**config.mk**
```make
export PLATFORM = sky130hd
export DESIGN_NAME = dual_adc_reader
export DESIGN_NICKNAME = d
export VERILOG_FILES = /design/src/rtl/dar_pkg.sv /design/src/rtl/dar_serial_rx.sv /design/src/rtl/dar_corrector.sv /design/src/rtl/dar_pair_fifo.sv /design/src/rtl/dual_adc_reader.sv
export SDC_FILE = /design/constraint.sdc
export NUM_CORES = 2
export LEC_CHECK = 0
export ABC_AREA = 1
export BUFFER_PORTS_ARGS = -buffer_cell sky130_fd_sc_hd__buf_2
export CAP_MARGIN = 40
export CORE_UTILIZATION = 49
export CTS_BUF_LIST = sky130_fd_sc_hd__clkbuf_4
export DETAILED_ROUTE_END_ITERATION = 10
export GPL_TIMING_DRIVEN = 0
export PLACE_DENSITY = 0.71
export SLEW_MARGIN = 10
export SYNTH_ARGS = -nofsm -noshare
export SYNTH_HDL_FRONTEND = slang
export SYNTH_SLANG_ARGS = --single-unit
```
**constraint.sdc**
```tcl
create_clock -name clk -period 8.6 [get_ports clk]
set_input_delay 0.43 -clock clk [delete_from_list [all_inputs] [get_ports clk]]
set_output_delay 0.43 -clock clk [all_outputs]
set_load 0.01 [all_outputs]
```
**src/rtl/dar_pkg.sv**
```systemverilog
`timescale 1ns/1ps
package dar_pkg;
  typedef enum logic [1:0] {
    RD_IDLE  = 2'd0,
    RD_WAIT  = 2'd1,
    RD_SHIFT = 2'd2
  } rd_state_e;

  localparam int NUM_CH = 2;
endpackage

```
**src/rtl/dar_serial_rx.sv**
```systemverilog
`timescale 1ns/1ps
module dar_serial_rx #(
  parameter int SMP_W     = 20,
  parameter int DLY_W     = 6,
  parameter int SCLK_HALF = 2
) (
  input  logic             clk,
  input  logic             rst_n,
  input  logic             conv_start,
  input  logic [DLY_W-1:0] conv_delay,
  output logic             spi_sclk,
  output logic             spi_cs_n,
  input  logic             miso_v,
  input  logic             miso_i,
  output logic             raw_valid,
  output logic [SMP_W-1:0] raw_v,
  output logic [SMP_W-1:0] raw_i,
  output logic             overrun
);
  import dar_pkg::*;

  localparam int PH_W = (SCLK_HALF > 1) ? $clog2(SCLK_HALF) : 1;
  localparam int BC_W = $clog2(SMP_W + 1);
  localparam logic [PH_W-1:0] PH_LAST = PH_W'(SCLK_HALF - 1);
  localparam logic [BC_W-1:0] BC_LAST = BC_W'(SMP_W);

  rd_state_e        state_q, state_d;
  logic [DLY_W-1:0] dly_q, dly_d;
  logic [PH_W-1:0]  ph_q, ph_d;
  logic [BC_W-1:0]  bit_q, bit_d;
  logic             sclk_q, sclk_d;
  logic             csn_q, csn_d;
  logic [SMP_W-1:0] shv_q, shv_d, shi_q, shi_d;
  logic             rv_q, rv_d;
  logic             ovr_q, ovr_d;
  logic             start_q;
  logic             start_edge;

  assign start_edge = conv_start & ~start_q;

  always_comb begin
    state_d = state_q;
    dly_d   = dly_q;
    ph_d    = ph_q;
    bit_d   = bit_q;
    sclk_d  = sclk_q;
    csn_d   = csn_q;
    shv_d   = shv_q;
    shi_d   = shi_q;
    rv_d    = 1'b0;
    ovr_d   = ovr_q;
    if (start_edge && (state_q != RD_IDLE)) begin
      ovr_d = 1'b1;
    end
    case (state_q)
      RD_IDLE: begin
        if (start_edge) begin
          state_d = RD_WAIT;
          dly_d   = conv_delay;
        end
      end
      RD_WAIT: begin
        if (dly_q == '0) begin
          state_d = RD_SHIFT;
          csn_d   = 1'b0;
          sclk_d  = 1'b0;
          ph_d    = '0;
          bit_d   = '0;
        end else begin
          dly_d = dly_q - 1'b1;
        end
      end
      RD_SHIFT: begin
        if (ph_q == PH_LAST) begin
          ph_d   = '0;
          sclk_d = ~sclk_q;
          if (!sclk_q) begin
            shv_d = {shv_q[SMP_W-2:0], miso_v};
            shi_d = {shi_q[SMP_W-2:0], miso_i};
            bit_d = bit_q + 1'b1;
          end else if (bit_q == BC_LAST) begin
            csn_d   = 1'b1;
            rv_d    = 1'b1;
            state_d = RD_IDLE;
          end
        end else begin
          ph_d = ph_q + 1'b1;
        end
      end
      default: state_d = RD_IDLE;
    endcase
  end

  always_ff @(posedge clk or negedge rst_n) begin
    if (!rst_n) begin
      state_q <= RD_IDLE;
      dly_q   <= '0;
      ph_q    <= '0;
      bit_q   <= '0;
      sclk_q  <= 1'b0;
      csn_q   <= 1'b1;
      shv_q   <= '0;
      shi_q   <= '0;
      rv_q    <= 1'b0;
      ovr_q   <= 1'b0;
      start_q <= 1'b0;
    end else begin
      state_q <= state_d;
      dly_q   <= dly_d;
      ph_q    <= ph_d;
      bit_q   <= bit_d;
      sclk_q  <= sclk_d;
      csn_q   <= csn_d;
      shv_q   <= shv_d;
      shi_q   <= shi_d;
      rv_q    <= rv_d;
      ovr_q   <= ovr_d;
      start_q <= conv_start;
    end
  end

  assign spi_sclk  = sclk_q;
  assign spi_cs_n  = csn_q;
  assign raw_valid = rv_q;
  assign raw_v     = shv_q;
  assign raw_i     = shi_q;
  assign overrun   = ovr_q;

  AST_SCLK_IN_FRAME: assert property (@(posedge clk) disable iff (!rst_n)
    $rose(sclk_q) |-> !csn_q);
  AST_BITS_BOUNDED: assert property (@(posedge clk) disable iff (!rst_n)
    bit_q <= BC_LAST);
  AST_CS_RELEASE: assert property (@(posedge clk) disable iff (!rst_n)
    $rose(csn_q) |-> (rv_q && !sclk_q && $past(sclk_q)));
  AST_OVERRUN_STICKY: assert property (@(posedge clk) disable iff (!rst_n)
    ovr_q |=> ovr_q);
  AST_IDLE_QUIET: assert property (@(posedge clk) disable iff (!rst_n)
    (state_q == RD_IDLE) |-> (csn_q && !sclk_q));
endmodule

```
**src/rtl/dar_corrector.sv**
```systemverilog
`timescale 1ns/1ps
module dar_corrector #(
  parameter int SMP_W     = 20,
  parameter int GAIN_W    = 16,
  parameter int GAIN_FRAC = 15
) (
  input  logic              clk,
  input  logic              rst_n,
  input  logic              in_valid,
  input  logic [SMP_W-1:0]  raw,
  input  logic [SMP_W-1:0]  offset,
  input  logic [GAIN_W-1:0] gain,
  output logic              out_valid,
  output logic [SMP_W-1:0]  out_data
);
  localparam int DW = SMP_W + 1;
  localparam int PW = DW + GAIN_W + 1;
  localparam logic signed [PW-1:0] SAT_HI = PW'((64'sd1 <<< (SMP_W - 1)) - 64'sd1);
  localparam logic signed [PW-1:0] SAT_LO = PW'(-(64'sd1 <<< (SMP_W - 1)));

  logic signed [DW-1:0] diff;
  logic signed [PW-1:0] diff_x, gain_x, prod, scaled;
  logic [SMP_W-1:0]     sat_d, data_q;
  logic                 valid_q;

  always_comb begin
    diff   = $signed({raw[SMP_W-1], raw}) - $signed({offset[SMP_W-1], offset});
    diff_x = PW'(diff);
    gain_x = PW'($signed({1'b0, gain}));
    prod   = diff_x * gain_x;
    scaled = prod >>> GAIN_FRAC;
    if (scaled > SAT_HI) begin
      sat_d = SAT_HI[SMP_W-1:0];
    end else if (scaled < SAT_LO) begin
      sat_d = SAT_LO[SMP_W-1:0];
    end else begin
      sat_d = scaled[SMP_W-1:0];
    end
  end

  always_ff @(posedge clk or negedge rst_n) begin
    if (!rst_n) begin
      valid_q <= 1'b0;
      data_q  <= '0;
    end else begin
      valid_q <= in_valid;
      if (in_valid) begin
        data_q <= sat_d;
      end
    end
  end

  assign out_valid = valid_q;
  assign out_data  = data_q;

  AST_CORR_ONE_STAGE: assert property (@(posedge clk) disable iff (!rst_n)
    in_valid |=> out_valid);
  AST_CORR_HOLD: assert property (@(posedge clk) disable iff (!rst_n)
    !in_valid |=> $stable(out_data));
endmodule

```
**src/rtl/dar_pair_fifo.sv**
```systemverilog
`timescale 1ns/1ps
module dar_pair_fifo #(
  parameter int W     = 40,
  parameter int DEPTH = 4
) (
  input  logic         clk,
  input  logic         rst_n,
  input  logic         push,
  input  logic [W-1:0] din,
  input  logic         pop,
  output logic         valid,
  output logic [W-1:0] dout,
  output logic         overflow
);
  localparam int AW = (DEPTH > 1) ? $clog2(DEPTH) : 1;
  localparam int CW = $clog2(DEPTH + 1);
  localparam logic [CW-1:0] CNT_FULL = CW'(DEPTH);
  localparam logic [AW-1:0] PTR_LAST = AW'(DEPTH - 1);

  logic [W-1:0]  mem [DEPTH];
  logic [AW-1:0] wr_q, wr_d, rd_q, rd_d;
  logic [CW-1:0] cnt_q, cnt_d;
  logic          ovf_q, ovf_d;
  logic          push_ok, pop_ok, full;

  assign full    = (cnt_q == CNT_FULL);
  assign push_ok = push && !full;
  assign pop_ok  = pop && (cnt_q != '0);

  always_comb begin
    wr_d  = wr_q;
    rd_d  = rd_q;
    cnt_d = cnt_q;
    ovf_d = ovf_q;
    if (push_ok) begin
      wr_d = (wr_q == PTR_LAST) ? '0 : wr_q + 1'b1;
    end
    if (pop_ok) begin
      rd_d = (rd_q == PTR_LAST) ? '0 : rd_q + 1'b1;
    end
    if (push_ok && !pop_ok) begin
      cnt_d = cnt_q + 1'b1;
    end else if (!push_ok && pop_ok) begin
      cnt_d = cnt_q - 1'b1;
    end
    if (push && full) begin
      ovf_d = 1'b1;
    end
  end

  always_ff @(posedge clk or negedge rst_n) begin
    if (!rst_n) begin
      wr_q  <= '0;
      rd_q  <= '0;
      cnt_q <= '0;
      ovf_q <= 1'b0;
    end else begin
      wr_q  <= wr_d;
      rd_q  <= rd_d;
      cnt_q <= cnt_d;
      ovf_q <= ovf_d;
    end
  end

  always_ff @(posedge clk) begin
    if (push_ok) begin
      mem[wr_q] <= din;
    end
  end

  assign valid    = (cnt_q != '0);
  assign dout     = mem[rd_q];
  assign overflow = ovf_q;

  AST_NO_OVERFLOW: assert property (@(posedge clk) disable iff (!rst_n)
    cnt_q <= CNT_FULL);
  AST_HOLD_PAIR: assert property (@(posedge clk) disable iff (!rst_n)
    (valid && !pop) |=> (valid && $stable(dout)));
  AST_FLAG_STICKY: assert property (@(posedge clk) disable iff (!rst_n)
    ovf_q |=> ovf_q);
endmodule

```
**src/rtl/dual_adc_reader.sv**
```systemverilog
`timescale 1ns/1ps
module dual_adc_reader #(
  parameter int SMP_W      = 20,
  parameter int DLY_W      = 6,
  parameter int SCLK_HALF  = 2,
  parameter int GAIN_W     = 16,
  parameter int GAIN_FRAC  = 15,
  parameter int FIFO_DEPTH = 4
) (
  input  logic              clk,
  input  logic              rst_n,
  input  logic              conv_start,
  input  logic [DLY_W-1:0]  conv_delay,
  output logic              spi_sclk,
  output logic              spi_cs_n,
  input  logic              spi_miso_v,
  input  logic              spi_miso_i,
  input  logic [SMP_W-1:0]  offset_v,
  input  logic [SMP_W-1:0]  offset_i,
  input  logic [GAIN_W-1:0] gain_v,
  input  logic [GAIN_W-1:0] gain_i,
  output logic              pair_valid,
  input  logic              pair_ready,
  output logic [SMP_W-1:0]  pair_v,
  output logic [SMP_W-1:0]  pair_i,
  output logic              overrun_flag,
  output logic              overflow_flag
);
  import dar_pkg::*;

  localparam int PAIR_W = NUM_CH * SMP_W;

  logic                raw_valid;
  logic [SMP_W-1:0]    raw_ch  [NUM_CH];
  logic [SMP_W-1:0]    off_ch  [NUM_CH];
  logic [GAIN_W-1:0]   gain_ch [NUM_CH];
  logic [SMP_W-1:0]    corr_ch [NUM_CH];
  logic [NUM_CH-1:0]   corr_valid;
  logic [PAIR_W-1:0]   fifo_din, fifo_dout;

  dar_serial_rx #(
    .SMP_W    (SMP_W),
    .DLY_W    (DLY_W),
    .SCLK_HALF(SCLK_HALF)
  ) u_rx (
    .clk       (clk),
    .rst_n     (rst_n),
    .conv_start(conv_start),
    .conv_delay(conv_delay),
    .spi_sclk  (spi_sclk),
    .spi_cs_n  (spi_cs_n),
    .miso_v    (spi_miso_v),
    .miso_i    (spi_miso_i),
    .raw_valid (raw_valid),
    .raw_v     (raw_ch[0]),
    .raw_i     (raw_ch[1]),
    .overrun   (overrun_flag)
  );

  assign off_ch[0]  = offset_v;
  assign off_ch[1]  = offset_i;
  assign gain_ch[0] = gain_v;
  assign gain_ch[1] = gain_i;

  for (genvar c = 0; c < NUM_CH; c++) begin : g_ch
    dar_corrector #(
      .SMP_W    (SMP_W),
      .GAIN_W   (GAIN_W),
      .GAIN_FRAC(GAIN_FRAC)
    ) u_corr (
      .clk      (clk),
      .rst_n    (rst_n),
      .in_valid (raw_valid),
      .raw      (raw_ch[c]),
      .offset   (off_ch[c]),
      .gain     (gain_ch[c]),
      .out_valid(corr_valid[c]),
      .out_data (corr_ch[c])
    );
    assign fifo_din[c*SMP_W +: SMP_W] = corr_ch[c];
  end

  dar_pair_fifo #(
    .W    (PAIR_W),
    .DEPTH(FIFO_DEPTH)
  ) u_fifo (
    .clk     (clk),
    .rst_n   (rst_n),
    .push    (&corr_valid),
    .din     (fifo_din),
    .pop     (pair_ready),
    .valid   (pair_valid),
    .dout    (fifo_dout),
    .overflow(overflow_flag)
  );

  assign pair_v = fifo_dout[0 +: SMP_W];
  assign pair_i = fifo_dout[SMP_W +: SMP_W];

  AST_LANES_ALIGNED: assert property (@(posedge clk) disable iff (!rst_n)
    corr_valid[0] == corr_valid[1]);
  AST_CS_BEFORE_PAIR: assert property (@(posedge clk) disable iff (!rst_n)
    $rose(spi_cs_n) |=> corr_valid[0]);
endmodule

```
## Yosys cells after proc, flatten, opt, wreduce, memory -nomap -nowiden

Memory sizes are Yosys's and may differ from the RTL's.
Cells that the tools add are included.

- $add $sub $neg: 9
- Multipliers: 2
- $lt $le $gt $ge: 4
- Equality and inequality tests: 13
- Mux-type cells: 36
- Bitwise gates (word level): 3
- Reduce and logical (&&, ||, !) cells: 23

Operators with widths:

| cell | number |
|---|---|
| $mux 20 | 4 |
| $mul 21x17->38 | 2 |
| $gt 23x20->1 const B | 2 |
| $lt 23x20->1 const B | 2 |
| $sub 20x20->21 | 2 |
| $mux 5 | 3 |
| $mux 2 | 7 |
| $mux 1 | 12 |
| $mux 6 | 2 |
| $pmux 6 s2 | 1 |
| $ne 2x1->1 const B | 5 |
| $pmux 5 s2 | 1 |
| $reduce_and 5->1 | 2 |
| $reduce_and 3->1 | 3 |
| $reduce_bool 2->1 | 4 |
| $eq 2x2->1 const B | 3 |
| $logic_and 1x1->1 | 6 |
| $logic_not 6->1 | 1 |
| $mux 3 | 2 |
| $pmux 1 s2 | 3 |
| $pmux 2 s3 | 1 |
| $sub 6x1->6 const B | 1 |
| $add 5x1->5 const B | 1 |
| $eq 5x5->1 const B | 1 |
| 14 further kinds | 19 |

- Register bits after elaboration: 108
- RAM bits: 160
- Input port bits: 84
- Output and inout port bits: 45
- Logic and storage cells: 109
- Memories: 1

Memory list:

| name | depth | width | rd ports | clocked after Yosys merged registers in | wr ports | RTL line | text |
|---|---|---|---|---|---|---|---|
| u_fifo.mem | 4 | 40 | 1 | 0 | 1 | dar_pair_fifo.sv:20 | `logic [W-1:0] mem [DEPTH];` |

## Depth between registers and ports, before layout

- Depth after elaboration: 7
- Mapped depth: 44
- Gate-level depth less buffers: 42

## By module

A second synthesis with hierarchy kept.

- Cells, all modules: 4615
- Area, all modules: 39386.5 µm²

By module, submodules not included:

| module | instances | cells an instance | area each (µm²) | seq. area each (µm²) |
|---|---|---|---|---|
| dar_corrector at g_ch[1].u_corr | 1 | 1936 | 14946.8 | 525.5 |
| dar_corrector at g_ch[0].u_corr | 1 | 1863 | 14665.3 | 525.5 |
| dar_pair_fifo | 1 | 529 | 7131.8 | 5004.8 |
| dar_serial_rx | 1 | 285 | 2635.0 | 1477.7 |
| dual_adc_reader | 1 | 2 | 7.5 | 0.0 |

## Worst setup path after synthesis

OpenSTA, ideal clock, no wires.

- Path kind: input -> register
- From: input port offset_v[0]
- To: register g_ch[0].u_corr.data_q[10]
- Setup time: 121 ps
- Data arrival time: 7488 ps
- Data required time: 8479 ps
- Path slack: 991 ps
- Stages: 38
- Buffers on the path: 2
- Path through: ha_1 > fa_1 > nand3b_1 > nand2_1 > nand2_1 > nand2_1 > nand3_1 > nand2_1 > nand2_1 > nand4_1 > nand2_1 > nor2_1 > inv_1 > fa_1 > inv_1 > fa_1 > buf_1 > xor2_1 > (+2 left out) > fa_1 > fa_1 > inv_1 > fa_1 > inv_1 > ha_1 > inv_1 > nor3_1 > nand2_1 > nor4_1 > nand2_1 > nand2_1 > nand2_1 > nand2_1 > nand2_2 > a21oi_4 > buf_6 > a21oi_2

- Cells in the longest elaborated chain, start to end: 5
- Elaborated cells on any way between the ends: 6
- Classes of those cells: add/sub (1); mul (1); order compare (2); mux (2)

RTL lines:

| what | RTL line | text |
|---|---|---|
| start, declared | dual_adc_reader.sv:18 | `input logic [SMP_W-1:0] offset_v,` |
| $sub 20x20->21 (*) | dar_corrector.sv:27 | `diff = $signed({raw[SMP_W-1], raw}) - $signed({offset[SMP_W-1], offset});` |
| $mul 21x17->38 (*) | dar_corrector.sv:30 | `prod = diff_x * gain_x;` |
| $lt 23x20->1 | dar_corrector.sv:34 | `end else if (scaled < SAT_LO) begin` |
| $mux 20 | dar_corrector.sv:34 |  |
| $mux 20 (*) | dar_corrector.sv:32 | `if (scaled > SAT_HI) begin` |
| end signal, assigned | dar_corrector.sv:48 | `data_q <= sat_d;` |
| end, declared | dar_corrector.sv:23 | `logic [SMP_W-1:0] sat_d, data_q;` |

Every way passes the cells marked *; elsewhere a longest branch is shown, timed or not.
A chain may end at the register's enable or synchronous reset.

## Worst setup path in the final report

- From: register u_rx.shv_q[2] (netlist: u_rx.raw_v[2])
- To: register g_ch[0].u_corr.data_q[18]

- Cells in the longest elaborated chain, start to end: 5
- Elaborated cells on any way between the ends: 6
- Classes of those cells: add/sub (1); mul (1); order compare (2); mux (2)

RTL lines:

| what | RTL line | text |
|---|---|---|
| start, declared | dar_serial_rx.sv:33 | `logic [SMP_W-1:0] shv_q, shv_d, shi_q, shi_d;` |
| start signal, assigned | dar_serial_rx.sv:114 | `shv_q <= shv_d;` |
| $sub 20x20->21 (*) | dar_corrector.sv:27 |  |
| $mul 21x17->38 (*) | dar_corrector.sv:30 |  |
| $lt 23x20->1 | dar_corrector.sv:34 |  |
| $mux 20 | dar_corrector.sv:34 |  |
| $mux 20 (*) | dar_corrector.sv:32 |  |

Marked as above.

==> impl_metrics.env <==
export IMPL_run_status="finished clean"
export IMPL_highest_signal_layer="met4"
export IMPL_cp_slowest_cell="fa_1"
export IMPL_worstSkewPairLatency_ns=0.78
export IMPL_ys_seq_area_share_pct=19.5
export IMPL_fillers=7286
export IMPL_dp_slack_ns=-0.287
export IMPL_h_tree_depth=3
export IMPL_portBuffers=118
export IMPL_ctsRootBufferMaster="clkbuf_4"
export IMPL_synth_most_common_cell="inv_1"
export IMPL_ioPinCount=129
export IMPL_path_class="reg2reg"
export IMPL_cts_path_max_buffers=3
export IMPL_fin_crit_ns=8.23
export IMPL_cp_start_kind="register"
export IMPL_via_count=30400
export IMPL_setup_viol=0
export IMPL_synth_nets=5479
export IMPL_maxSlewHeadroom_pct=44.0
export IMPL_overflow=0
export IMPL_synth_async_reset_ratio_pct=40.3
export IMPL_antenna_found_initial=2
export IMPL_drcViolationCount=0
export IMPL_fin_cells=5806
export IMPL_seq_area_sq_um=7510
export IMPL_postRouteAntennaNets=0
export IMPL_wl_met3_um=7580
export IMPL_slew_violations=0
export IMPL_cap_violations=0
export IMPL_finalHoldViolations=0
export IMPL_holdWs_ns=0.136
export IMPL_routed_wl_um=101000
export IMPL_areaGrowthSynthToFinish_pct=8.67
export IMPL_yosysTopAreaCellShare_pct=34.0
export IMPL_clk_pin_slew_ns=0.06
export IMPL_rr_worst_depth=37
export IMPL_drt_met1_wl_um=39800
export IMPL_nets=5691
export IMPL_max_stage_delay_ns=0.54
export IMPL_grt_max_degree=79
export IMPL_reg2reg_from="u_rx.raw_v[2]$_DFFE_PN0P_"
export IMPL_synth_edff_count=160
export IMPL_die_y_um=282
export IMPL_synth_warnings=0
export IMPL_syn_area_sq_um=38500
export IMPL_worst_pin_slew_ns=0.839
export IMPL_routedWlPerCell_um=17.4
export IMPL_chipWidth_um=282
export IMPL_r2r_end="g_ch[0].u_corr.out_data[18]$_DFFE_PN0P_"
export IMPL_clock_sinks=268
export IMPL_dpl_hpwl_um=83700
export IMPL_critical_path_max_fanout=10
export IMPL_multi_input_area_sq_um=26700
export IMPL_endpoint_kind="register"
export IMPL_reg2reg_setup_slack_ns=0.37
export IMPL_synth_largest_area_cell="fa_1"
export IMPL_fmax_ghz=0.121
export IMPL_num_rows=102
export IMPL_drtIter0Drc=2213
export IMPL_synth_common_cells="inv_1, nand2_1, fa_1, nor2_1, ha_1"
export IMPL_grt_pass1_vias=31700
export IMPL_cts_buffers_inserted=70
export IMPL_gp_congestion=0.977
export IMPL_drive_above_1_share_pct=11.1
export IMPL_syn_area_per_cell_sq_um=8.57
export IMPL_synth_top_flop_cell="edfxtp_1"
export IMPL_finalCritPeriodShare_pct=95.7
export IMPL_skew_ns=0.0694
export IMPL_coreArea_sq_um=77600
export IMPL_first_pass_iters=6
export IMPL_synth_cells=4497
export IMPL_setup_ws_ns=0.369
export IMPL_crit_arrival_ns=8.87
export IMPL_synth_seq_cells=268
export IMPL_cp_required_ns=9.24
export IMPL_start_util_pct=49.7
export IMPL_route_met2_wl_um=48900
export IMPL_cts_tree="built"
export IMPL_synth_top_cells_by_area="fa_1, edfxtp_1, inv_1, ha_1, dfrtp_1"
export IMPL_viasPerCell=5.24
export IMPL_design_die_area_sq_um=79800
export IMPL_dp_cells=5663
export IMPL_grt_pass1_wl_um=165000
export IMPL_hold_class="in2async"
export IMPL_synth_distinct_cells=63
export IMPL_track_usage_pct=26.7
==> worst max-delay path, delay by kind of cell, from the launching register on <==
kind / cells / cell delay, ns
adders and majority gates: 8 / 3.87
and+or+nand+nor: 15 / 1.68
buffers and inverters: 9 / 1.28
AOI/OAI and AO/OA: 5 / 0.89
DFF: 1 / 0.44
==> metal layers <==
metal | up-vias | global-route usage, %
li1 | 14100 | -
met1 | 14800 | 33.2
met2 | 1233 | 45.4
met3 | 267 | 4.27
met4 | 0 | 12.7
met5 | - | 0
==> flip-flops by register name (all words and copies together), names as in the netlist, 2 cells and up <==
signal                cells
g_ch.u_corr.out_data     40
u_fifo.cnt_q              3
u_fifo.mem              160
u_fifo.rd_q               2
u_fifo.wr_q               2
u_rx.bit_q                5
u_rx.dly_q                6
u_rx.raw_i               20
u_rx.raw_v               20
u_rx.state_q              2
==> what timing repair did <==
item	CTS	global route
setup buffers	0	8
hold endpoints to repair	118	0
gates resized for setup	2	46
hold buffers	11	0
setup endpoints to repair	28	40
pin swaps	0	3
==> cell families (layout without fill, tap and decap cells) <==
group | Yosys count | in the layout | synth area share, %
buffers and inverters | 1182 | 1447 | 11.7
AND/OR/NAND/NOR | 1607 | 1607 | 17.7
AO/OA/AOI/OAI | 433 | 433 | 6.56
adder cells (fa/ha/maj) | 898 | 898 | 41.9
multiplexers | 30 | 30 | 0.876
flip-flops | 268 | 268 | 19.5
other | 0 | 4 | 0
XOR/XNOR | 79 | 79 | 1.81
==> layout by cell type, fill, tap and decap left out, types with 5 or more instances in the layout <==
cell type,synthesis,layout
a21o_1,22,22
a21oi_1,130,128
a21oi_2,25,27
a31oi_1,15,15
buf_1,7,5
buf_2,12,130
buf_4,1,10
buf_6,4,5
clkbuf_1,102,97
clkbuf_4,0,102
clkinv_1,13,26
clkinvlp_4,0,7
dfrtp_1,107,107
dlygate4sd3_1,0,11
edfxtp_1,160,160
fa_1,655,648
fa_2,0,7
ha_1,243,242
inv_1,1026,1025
inv_2,15,15
mux2_2,30,30
nand2_1,703,695
nand2_2,42,47
nand2_4,2,5
nand3_1,158,157
nand3b_1,5,5
nand4_1,12,12
nor2_1,541,534
nor2_2,12,13
nor2_4,2,8
nor3_1,19,18
nor3_2,5,6
nor4_1,8,8
o211ai_1,7,7
o21ai_0,152,151
o21bai_1,14,14
o22ai_1,42,42
or2_2,80,80
xnor2_1,33,33
xor2_1,45,40
==> metrics by stage <==
stage	area, sq um	TNS [ns]	util [%]
floorplan	38500	0	-
global placement	40400	-3.18	52.1
detailed placement	40600	-5.82	52.3
CTS	41600	0	53.7
global route	41900	-0.0428	54.0
finish	41900	0	54.0
==> worst max path at each step <==
stage          slack, ns  cells past startpoint                        from                                 endpoint
2_1_floorplan       0.99                     38                 offset_v[0]  g_ch[0].u_corr.out_data[10]$_DFFE_PN0P_
3_3_place_gp       -0.20                     37                 offset_v[0]  g_ch[0].u_corr.out_data[18]$_DFFE_PN0P_
3_5_place_dp       -0.29                     37                 offset_v[0]  g_ch[0].u_corr.out_data[17]$_DFFE_PN0P_
4_1_cts             0.03                     37   u_rx.raw_v[0]$_DFFE_PN0P_  g_ch[0].u_corr.out_data[17]$_DFFE_PN0P_
5_1_grt            -0.02                     37  u_rx.raw_i[17]$_DFFE_PN0P_  g_ch[1].u_corr.out_data[17]$_DFFE_PN0P_
6_report            0.37                     37   u_rx.raw_v[2]$_DFFE_PN0P_  g_ch[0].u_corr.out_data[18]$_DFFE_PN0P_
==> final cells by class <==
cell class                      count  area share [%]
Antenna cell                        4          0.0239
Multi-Input combinational cell   3047            63.8
Inverter                         1054            9.49
Tap cell                         1040            3.11
Timing Repair Buffer              145            2.20
Buffer                            123            1.31
Clock buffer                      100            1.79
Sequential cell                   268            17.9
Clock inverter                     25           0.397
Power is not shown: default switching activity piles up to over one toggle a cycle in this logic, so the estimate is an artifact.
